--- src/rtl/pslv_pkg.sv ---
package pslv_pkg;
  localparam int PIN_CS = 2;
  localparam int PIN_WR = 1;
  localparam int PIN_RD = 0;
  localparam int NPINS  = 3;

  localparam int ST_IBF  = 7;
  localparam int ST_OBF  = 6;
  localparam int ST_IBOV = 5;
  localparam int ST_MODE = 4;

  function automatic logic [7:0] pack_status(input logic ibf, input logic obf,
                                             input logic ibov, input logic mode,
                                             input logic [NPINS-1:0] dir);
    return {ibf, obf, ibov, mode, 1'b0, dir};
  endfunction
endpackage

--- src/rtl/pslv_sync.sv ---
module pslv_sync #(
  parameter int W = 3,
  parameter int STAGES = 2,
  parameter logic RST_VAL = 1'b1
) (
  input  logic         clk,
  input  logic         rst,
  input  logic [W-1:0] d_in,
  output logic [W-1:0] q_out
);
  logic [W-1:0] stg [STAGES];

  genvar g;
  generate
    for (g = 0; g < STAGES; g++) begin : g_stage
      always_ff @(posedge clk) begin
        if (rst) stg[g] <= {W{RST_VAL}};
        else if (g == 0) stg[g] <= d_in;
        else stg[g] <= stg[(g == 0) ? 0 : g-1];
      end
    end
  endgenerate

  assign q_out = stg[STAGES-1];
endmodule

--- src/rtl/pslv_flags.sv ---
module pslv_flags (
  input  logic clk,
  input  logic rst,
  input  logic wr_ev,
  input  logic rd_end,
  input  logic in_read,
  input  logic out_write,
  input  logic stat_write,
  input  logic stat_ibov_bit,
  output logic ibf,
  output logic obf,
  output logic ibov
);
  always_ff @(posedge clk) begin
    if (rst) begin
      ibf  <= 1'b0;
      obf  <= 1'b0;
      ibov <= 1'b0;
    end else begin
      if (wr_ev) ibf <= 1'b1;
      else if (in_read) ibf <= 1'b0;

      if (out_write) obf <= 1'b1;
      else if (rd_end) obf <= 1'b0;

      if (wr_ev && ibf) ibov <= 1'b1;
      else if (stat_write && !stat_ibov_bit) ibov <= 1'b0;
    end
  end
endmodule

--- src/rtl/pslv_port.sv ---
module pslv_port #(
  parameter int ADDR_W = 8,
  parameter int DATA_W = 8,
  parameter int SYNC_STAGES = 2,
  parameter logic [ADDR_W-1:0] A_STAT = 8'h89,
  parameter logic [ADDR_W-1:0] A_DATA = 8'h08,
  parameter logic [ADDR_W-1:0] A_GPIO = 8'h09
) (
  input  logic              clk,
  input  logic              rst,
  input  logic [ADDR_W-1:0] cpu_addr,
  input  logic              cpu_wr,
  input  logic              cpu_rd,
  input  logic [DATA_W-1:0] cpu_wdata,
  output logic [DATA_W-1:0] cpu_rdata,
  input  logic [2:0]        pin_in,
  output logic [2:0]        pin_out,
  output logic [2:0]        pin_oe,
  input  logic [DATA_W-1:0] bus_in,
  output logic [DATA_W-1:0] bus_out,
  output logic              bus_oe
);
  import pslv_pkg::*;

  logic [NPINS-1:0]  pin_s;
  logic [NPINS-1:0]  dir;
  logic [NPINS-1:0]  gpio_lat;
  logic              mode;
  logic [DATA_W-1:0] in_buf, out_buf;
  logic              wr_act, rd_act, wr_act_d, rd_act_d;
  logic              wr_ev, rd_end;
  logic              ibf, obf, ibov;
  logic              stat_write, out_write, in_read, gpio_write;

  pslv_sync #(.W(NPINS), .STAGES(SYNC_STAGES), .RST_VAL(1'b1)) u_sync (
    .clk(clk), .rst(rst), .d_in(pin_in), .q_out(pin_s)
  );

  assign wr_act = mode & ~pin_s[PIN_CS] & ~pin_s[PIN_WR];
  assign rd_act = mode & ~pin_s[PIN_CS] & ~pin_s[PIN_RD];
  assign wr_ev  = mode & wr_act_d & ~wr_act;
  assign rd_end = mode & rd_act_d & ~rd_act;

  assign stat_write = cpu_wr && (cpu_addr == A_STAT);
  assign out_write  = cpu_wr && (cpu_addr == A_DATA);
  assign gpio_write = cpu_wr && (cpu_addr == A_GPIO);
  assign in_read    = cpu_rd && (cpu_addr == A_DATA);

  pslv_flags u_flags (
    .clk(clk), .rst(rst), .wr_ev(wr_ev), .rd_end(rd_end),
    .in_read(in_read), .out_write(out_write), .stat_write(stat_write),
    .stat_ibov_bit(cpu_wdata[ST_IBOV]),
    .ibf(ibf), .obf(obf), .ibov(ibov)
  );

  always_ff @(posedge clk) begin
    if (rst) begin
      wr_act_d <= 1'b0;
      rd_act_d <= 1'b0;
      mode     <= 1'b0;
      dir      <= '1;
      gpio_lat <= '0;
      in_buf   <= '0;
      out_buf  <= '0;
    end else begin
      wr_act_d <= wr_act;
      rd_act_d <= rd_act;
      if (stat_write) begin
        mode <= cpu_wdata[ST_MODE];
        dir  <= cpu_wdata[NPINS-1:0];
      end
      if (gpio_write) gpio_lat <= cpu_wdata[NPINS-1:0];
      if (wr_ev) in_buf <= bus_in;
      if (out_write) out_buf <= cpu_wdata;
    end
  end

  always_ff @(posedge clk) begin
    if (rst) begin
      cpu_rdata <= '0;
      pin_out   <= '0;
      pin_oe    <= '0;
      bus_out   <= '0;
      bus_oe    <= 1'b0;
    end else begin
      pin_out <= gpio_lat;
      pin_oe  <= mode ? '0 : ~dir;
      bus_out <= out_buf;
      bus_oe  <= rd_act;
      if (cpu_rd) begin
        if (cpu_addr == A_STAT)      cpu_rdata <= pack_status(ibf, obf, ibov, mode, dir);
        else if (cpu_addr == A_DATA) cpu_rdata <= in_buf;
        else if (cpu_addr == A_GPIO) cpu_rdata <= {{(DATA_W-NPINS){1'b0}}, pin_s};
        else                         cpu_rdata <= '0;
      end
    end
  end
endmodule

--- config.mk ---
export PLATFORM = sky130hd
export DESIGN_NAME = pslv_port
export DESIGN_NICKNAME = d
export VERILOG_FILES = /design/src/rtl/pslv_pkg.sv /design/src/rtl/pslv_sync.sv /design/src/rtl/pslv_flags.sv /design/src/rtl/pslv_port.sv
export SDC_FILE = /design/constraint.sdc
export NUM_CORES = 1
export LEC_CHECK = 0
export BUFFER_PORTS_ARGS = -buffer_cell sky130_fd_sc_hd__clkbuf_2
export CELL_PAD_IN_SITES_DETAIL_PLACEMENT = 1
export CELL_PAD_IN_SITES_GLOBAL_PLACEMENT = 1
export CORE_MARGIN = 5
export CORE_UTILIZATION = 35
export CTS_CLUSTER_SIZE = 28
export DETAILED_ROUTE_END_ITERATION = 10
export PLACE_DENSITY_LB_ADDON = 0.25
export SLEW_MARGIN = 20
export SYNTH_ARGS = -nofsm -noshare
export SYNTH_HDL_FRONTEND = slang
export SYNTH_HIERARCHICAL = 1
export SYNTH_SLANG_ARGS = --single-unit
--- constraint.sdc ---
create_clock -name clk -period 2.8 [get_ports clk]
set_input_delay 0.14 -clock clk [delete_from_list [all_inputs] [get_ports clk]]
set_output_delay 0.14 -clock clk [all_outputs]
set_load 0.005 [all_outputs]
# Word level (Yosys, flattened, before mapping)
# Memories as Yosys holds them, arrays and structs flattened.
# Index checks and enable logic that the tools add are counted.
[op_classes]
eq_ne = 3
mux = 14
bitwise_logic = 15
reduce_logical = 11
[op_table]
columns = ["cell", "count"]
rows = [
  ["$eq A8 B4 Y1 const B", 2],
  ["$mux W8", 2],
  ["$mux W1", 9],
  ["$mux W3", 3],
  ["$eq A8 B8 Y1 const B", 1],
  ["$and A1 B1 Y1", 7],
  ["$logic_and A1 B1 Y1", 6],
  ["$reduce_bool A2 Y1", 3],
  ["$not A1 Y1", 5],
  ["$not A3 Y3", 1],
  ["$or A1 B1 Y1", 2],
  ["$reduce_or A2 Y1", 1],
  ["$logic_not A1 Y1", 1],
]
[totals]
ff_bits = 50
ram_bits = 6
in_bits = 31
out_inout_bits = 23
word_cells = 58
n_memories = 1
[memory_table]
columns = ["memory", "depth", "width", "rd", "rd_ports_with_merged_regs", "write_ports", "line", "text"]
rows = [
  ["u_sync.stg", 2, 3, 2, 0, 2, "pslv_sync.sv:11", "logic [W-1:0] stg [STAGES];"],
]

# Depth between registers and ports, before layout
# An unclocked memory read counts as a cell.
[depth]
word_depth = 8
depth_mapped = 7
depth_no_buf = 5

# Hierarchy
# The synthesis kept the hierarchy.
[by_module_without_submodules]
columns = ["mod", "instances", "cells_per_inst", "area_per_inst_um2", "seq_area_each_um2"]
rows = [
  ["pslv_port", 1, 173, 1783.0, 940.9],
  ["pslv_sync", 1, 12, 157.7, 120.1],
  ["pslv_flags", 1, 13, 112.6, 60.1],
]

# Worst setup path before layout
# No wires, ideal clock.
[synth_timing]
path_kind = "input port to flip-flop"
startpoint = "input port cpu_addr[2]"
endpoint = "register out_buf[3]"
setup_ns = 0.121
t_arrival_ns = 1.133
required_ns = 2.679
setup_slack_ns = 1.546
cell_stages = 4
path_buffers = 1
cell_sequence = "nor4b_4 > and4_4 > buf_12 > mux2_4"
[synth_between]
elab_chain_cells = 2
[synth_rtl]
columns = ["item", "line", "text"]
rows = [
  ["start: declaration", "pslv_port.sv:11", "input logic [ADDR_W-1:0] cpu_addr,"],
  ["$eq A8 B4 Y1", "pslv_port.sv:45", "assign out_write = cpu_wr && (cpu_addr == A_DATA);"],
  ["$logic_and A1 B1 Y1", "pslv_port.sv:45", ""],
  ["net out_write", "pslv_port.sv:33", "logic stat_write, out_write, in_read, gpio_write;"],
  ["end signal: assignment", "pslv_port.sv:74", "if (out_write) out_buf <= cpu_wdata;"],
  ["end: declaration", "pslv_port.sv:29", "logic [DATA_W-1:0] in_buf, out_buf;"],
]
# The timed path passes the listed nets, and every way through them passes these cells.
# A chain may end at the register's enable or synchronous reset.

# Final worst setup path
[layout_timing]
startpoint = "register mode"
endpoint = "register in_buf[4]"
[layout_between]
elab_chain_cells = 4
elab_cells_between_ends = 5
classes_between = "bitwise: 5"
[layout_rtl]
columns = ["item", "line", "text"]
rows = [
  ["start: declaration", "pslv_port.sv:28", "logic mode;"],
  ["start signal: assignment", "pslv_port.sv:69", "mode <= cpu_wdata[ST_MODE];"],
  ["$and A1 B1 Y1 (2 in a row)", "pslv_port.sv:39", "assign wr_act = mode & ~pin_s[PIN_CS] & ~pin_s[PIN_WR];"],
  ["$not A1 Y1", "pslv_port.sv:41", "assign wr_ev = mode & wr_act_d & ~wr_act;"],
  ["$and A1 B1 Y1 *", "pslv_port.sv:41", ""],
  ["end signal: assignment", "pslv_port.sv:73", "if (wr_ev) in_buf <= bus_in;"],
  ["end: declaration", "pslv_port.sv:29", ""],
]
# Mark *: on every way between the ends. The rest lies on a longest branch, timed or not.

==> qor.csv <==
stage;metric;value;unit
floorplan;num rows;27;
sta;RSZ-0062 raised after global routing;false;
global_route;GRT overflow;0;
place;detailed placement HPWL;3.40;mm
sta;final worst setup slack;1.58;ns
synth;prevailing post-synth register cell;dfxtp_1;
sta;relative slew slack;71.7;%
layout;NumNets Final;281;
sta;fin crit period;1.22;ns
setup_path;crit path kind;flop to flop;
clock_network;CTS buffer count;5;
synth;Netlist Area Pre-Place;2050;sq um
clock_network;clock-pin slew on the worst setup and hold paths;0.10;ns
power_and_ir_drop;power per cell area;540;nW/um^2
detailed_routing;First-pass DRT Iterations;4;
synth;Async SR Flop Fraction;0;%
sta;final slew viol count;0;
synth;cell count after synthesis;198;
sta;Fin Hold WS;0.00650;ns
detailed_routing;Detail Route Antenna Nets;0;
clock_network;PostCTS Resize Cnt;0;
synth;Synth warnings;6;
power_and_ir_drop;leak pwr;1.13;nW
floorplan;core area;5610;sq um
layout;Layout area overhead;19.0;%
place;Setup WS pre-CTS;1.31;ns
clock_network;Skew-Pair Late Insertion Delay;0.31;ns
synth;Post-synth EDFFs;0;
clock_network;Clock Tree Root;clkbuf_8;
clock_network;Clock Tree Buf Depth;2;
synth;Yosys cell types;32;
place;# port buffers;53;
synth;Yosys reg bits;56;
power_and_ir_drop;total power;1.32;mW
clock_network;Hold Buf Count CTS;0;
floorplan;die height;86.6;um
sta;Worst Clk Skew;0.00988;ns
layout;most frequent cells in the layout;dfxtp_1, clkbuf_2, nand2_1;
clock_network;CTS tree;yes;
setup_path;endpoint type of the worst setup path;flop;
layout;Finished Core Util;43.6;%
floorplan;Ports;54;
floorplan;Die X;86.6;um
floorplan;Die Footprint;7500;sq um
detailed_routing;Via Count;1492;
sta;Hold Fails Final Rpt;0;
clock_network;Num Clock Sinks;56;
layout;Antenna Cells;0;
setup_path;reg2reg setup slack;1.58;ns
setup_path;critical path peak fanout;9;
global_route;first-pass GRT wire length;7.31;mm
global_route;largest net degree at the start of global routing;45;
clock_network;post-CTS setup buffer count;0;
sta;Max Freq;822;MHz
global_route;initial antenna violation count;0;
synth;syn avg cell area;10.4;sq um
detailed_routing;Avg WL per Cell;13.8;um
detailed_routing;Vias/cell;4.62;
sta;final setup vio count;0;
setup_path;startpoint types;flop;
flow_run;maxcap violations;0;
global_route;number of global-route vias before repair;1552;
synth;Post-Syn Nets;229;
hold_path;HP Class;input port to flop;
run_status;outcome;finished clean;
detailed_routing;Total Wirelength;4.47;mm
floorplan;initial cell density of the core;36.6;%
clock_network;H-tree levels;2;
layout;share of cells above drive strength 1;27.5;%
detailed_routing;Initial DRC Count;62;
layout;commonest non-fill, non-tap cell in the layout;dfxtp_1;
sta;post-route setup TNS;0;ns
global_route;gr usage total;12.5;%
sta;crit share post-route;43.4;%
setup_path;crit path DAT;1.41;ns
detailed_routing;Post-route DRC;0;
power_and_ir_drop;peak supply drop;0.271;mV
synth;register area share after synthesis;54.6;%
sta;measured slew at the worst slew-check pin;0.424;ns
place;gp weighted congestion;0.734;
setup_path;Req. time, crit path;2.99;ns
[worst paths after layout]
kind | start | to | depth (start not counted)
setup reg to reg | mode | in_buf[4] | 4
hold / removal | pin_in[1] | u_sync/stg[0][1] | 2
hold reg to reg | u_sync/stg[0][1] | u_sync/stg[1][1] | 1
setup / recovery | mode | in_buf[4] | 4
[metrics by stage]
stage               instances  instance area (sq um)
CTS                       323                   2440
detailed placement        315                   2350
finish                    323                   2440
floorplan                 198                   2050
global route              323                   2440
global placement          315                   2350
[Yosys cell counts, types with 2 or more instances]
master / instances / area share (%)
clkbuf_1: 3 / 0.55
nand2b_1: 3 / 0.91
a22oi_1: 4 / 1.5
a2bb2oi_1: 3 / 1.3
inv_1: 11 / 2.0
buf_6: 2 / 1.1
nand3_1: 2 / 0.49
o32ai_1: 7 / 3.0
mux2_4: 4 / 2.9
nor2_1: 19 / 3.5
buf_2: 4 / 0.98
nand2_1: 24 / 4.4
a21oi_1: 2 / 0.49
nor2b_1: 9 / 2.7
nor3_1: 3 / 0.73
dfxtp_1: 56 / 55
or2_1: 6 / 1.8
mux2i_1: 22 / 11
[layer usage]
metal | routed length, um | share of wire [%] | track usage [%] | vias up
met5 | 0 | 0 | 0 | -
met4 | 66 | 1.5 | 4.67 | 0
met3 | 289 | 6.5 | 3.99 | 5
met2 | 2100 | 47 | 20.4 | 40
met1 | 2020 | 45 | 15.3 | 678
li1 | - | - | - | 769
[area by class of cell]
cell class | count | area, sq um
clock buffers | 8 | 90.1
fillers | 682 | 3160
inverters | 12 | 45.0
multi-input cells | 119 | 810
flip-flops and latches | 56 | 1120
well taps | 72 | 90.1
repair buffers | 56 | 288
[registers in the layout, indices dropped and copies added (netlist names), 3 cells and up]
signal	count
bus_out	8
cpu_rdata	8
dir	3
gpio_lat	3
in_buf	8
out_buf	8
pin_oe	3
pin_out	3
u_sync/stg	6
[critical path: stages (launching register included)]
cell,delay [ns]
dfxtp_1,0.52
o211ai_1,0.14
buf_4,0.21
mux2i_1,0.18
nor2_1,0.05
[power breakdown]
part,leakage [nW],switching [mW],internal (mW)
Sequential,0.452,0.00224,0.800
Combinational,0.627,0.0378,0.0312
Clock,0.0455,0.246,0.202
[kinds of logic (layout without fill, tap and decap cells)]
| group | after synthesis | count (layout) | share of synthesized area (%) |
|---|---|---|---|
| AO/OA/AOI/OAI | 20 | 20 | 7.74 |
| AND/OR/NAND/NOR | 73 | 73 | 18.0 |
| flip-flops | 56 | 56 | 54.6 |
| multiplexers | 26 | 26 | 13.7 |
| buffers and inverters | 23 | 76 | 5.97 |
No activity file was read; power rests on OpenSTA's default activity.
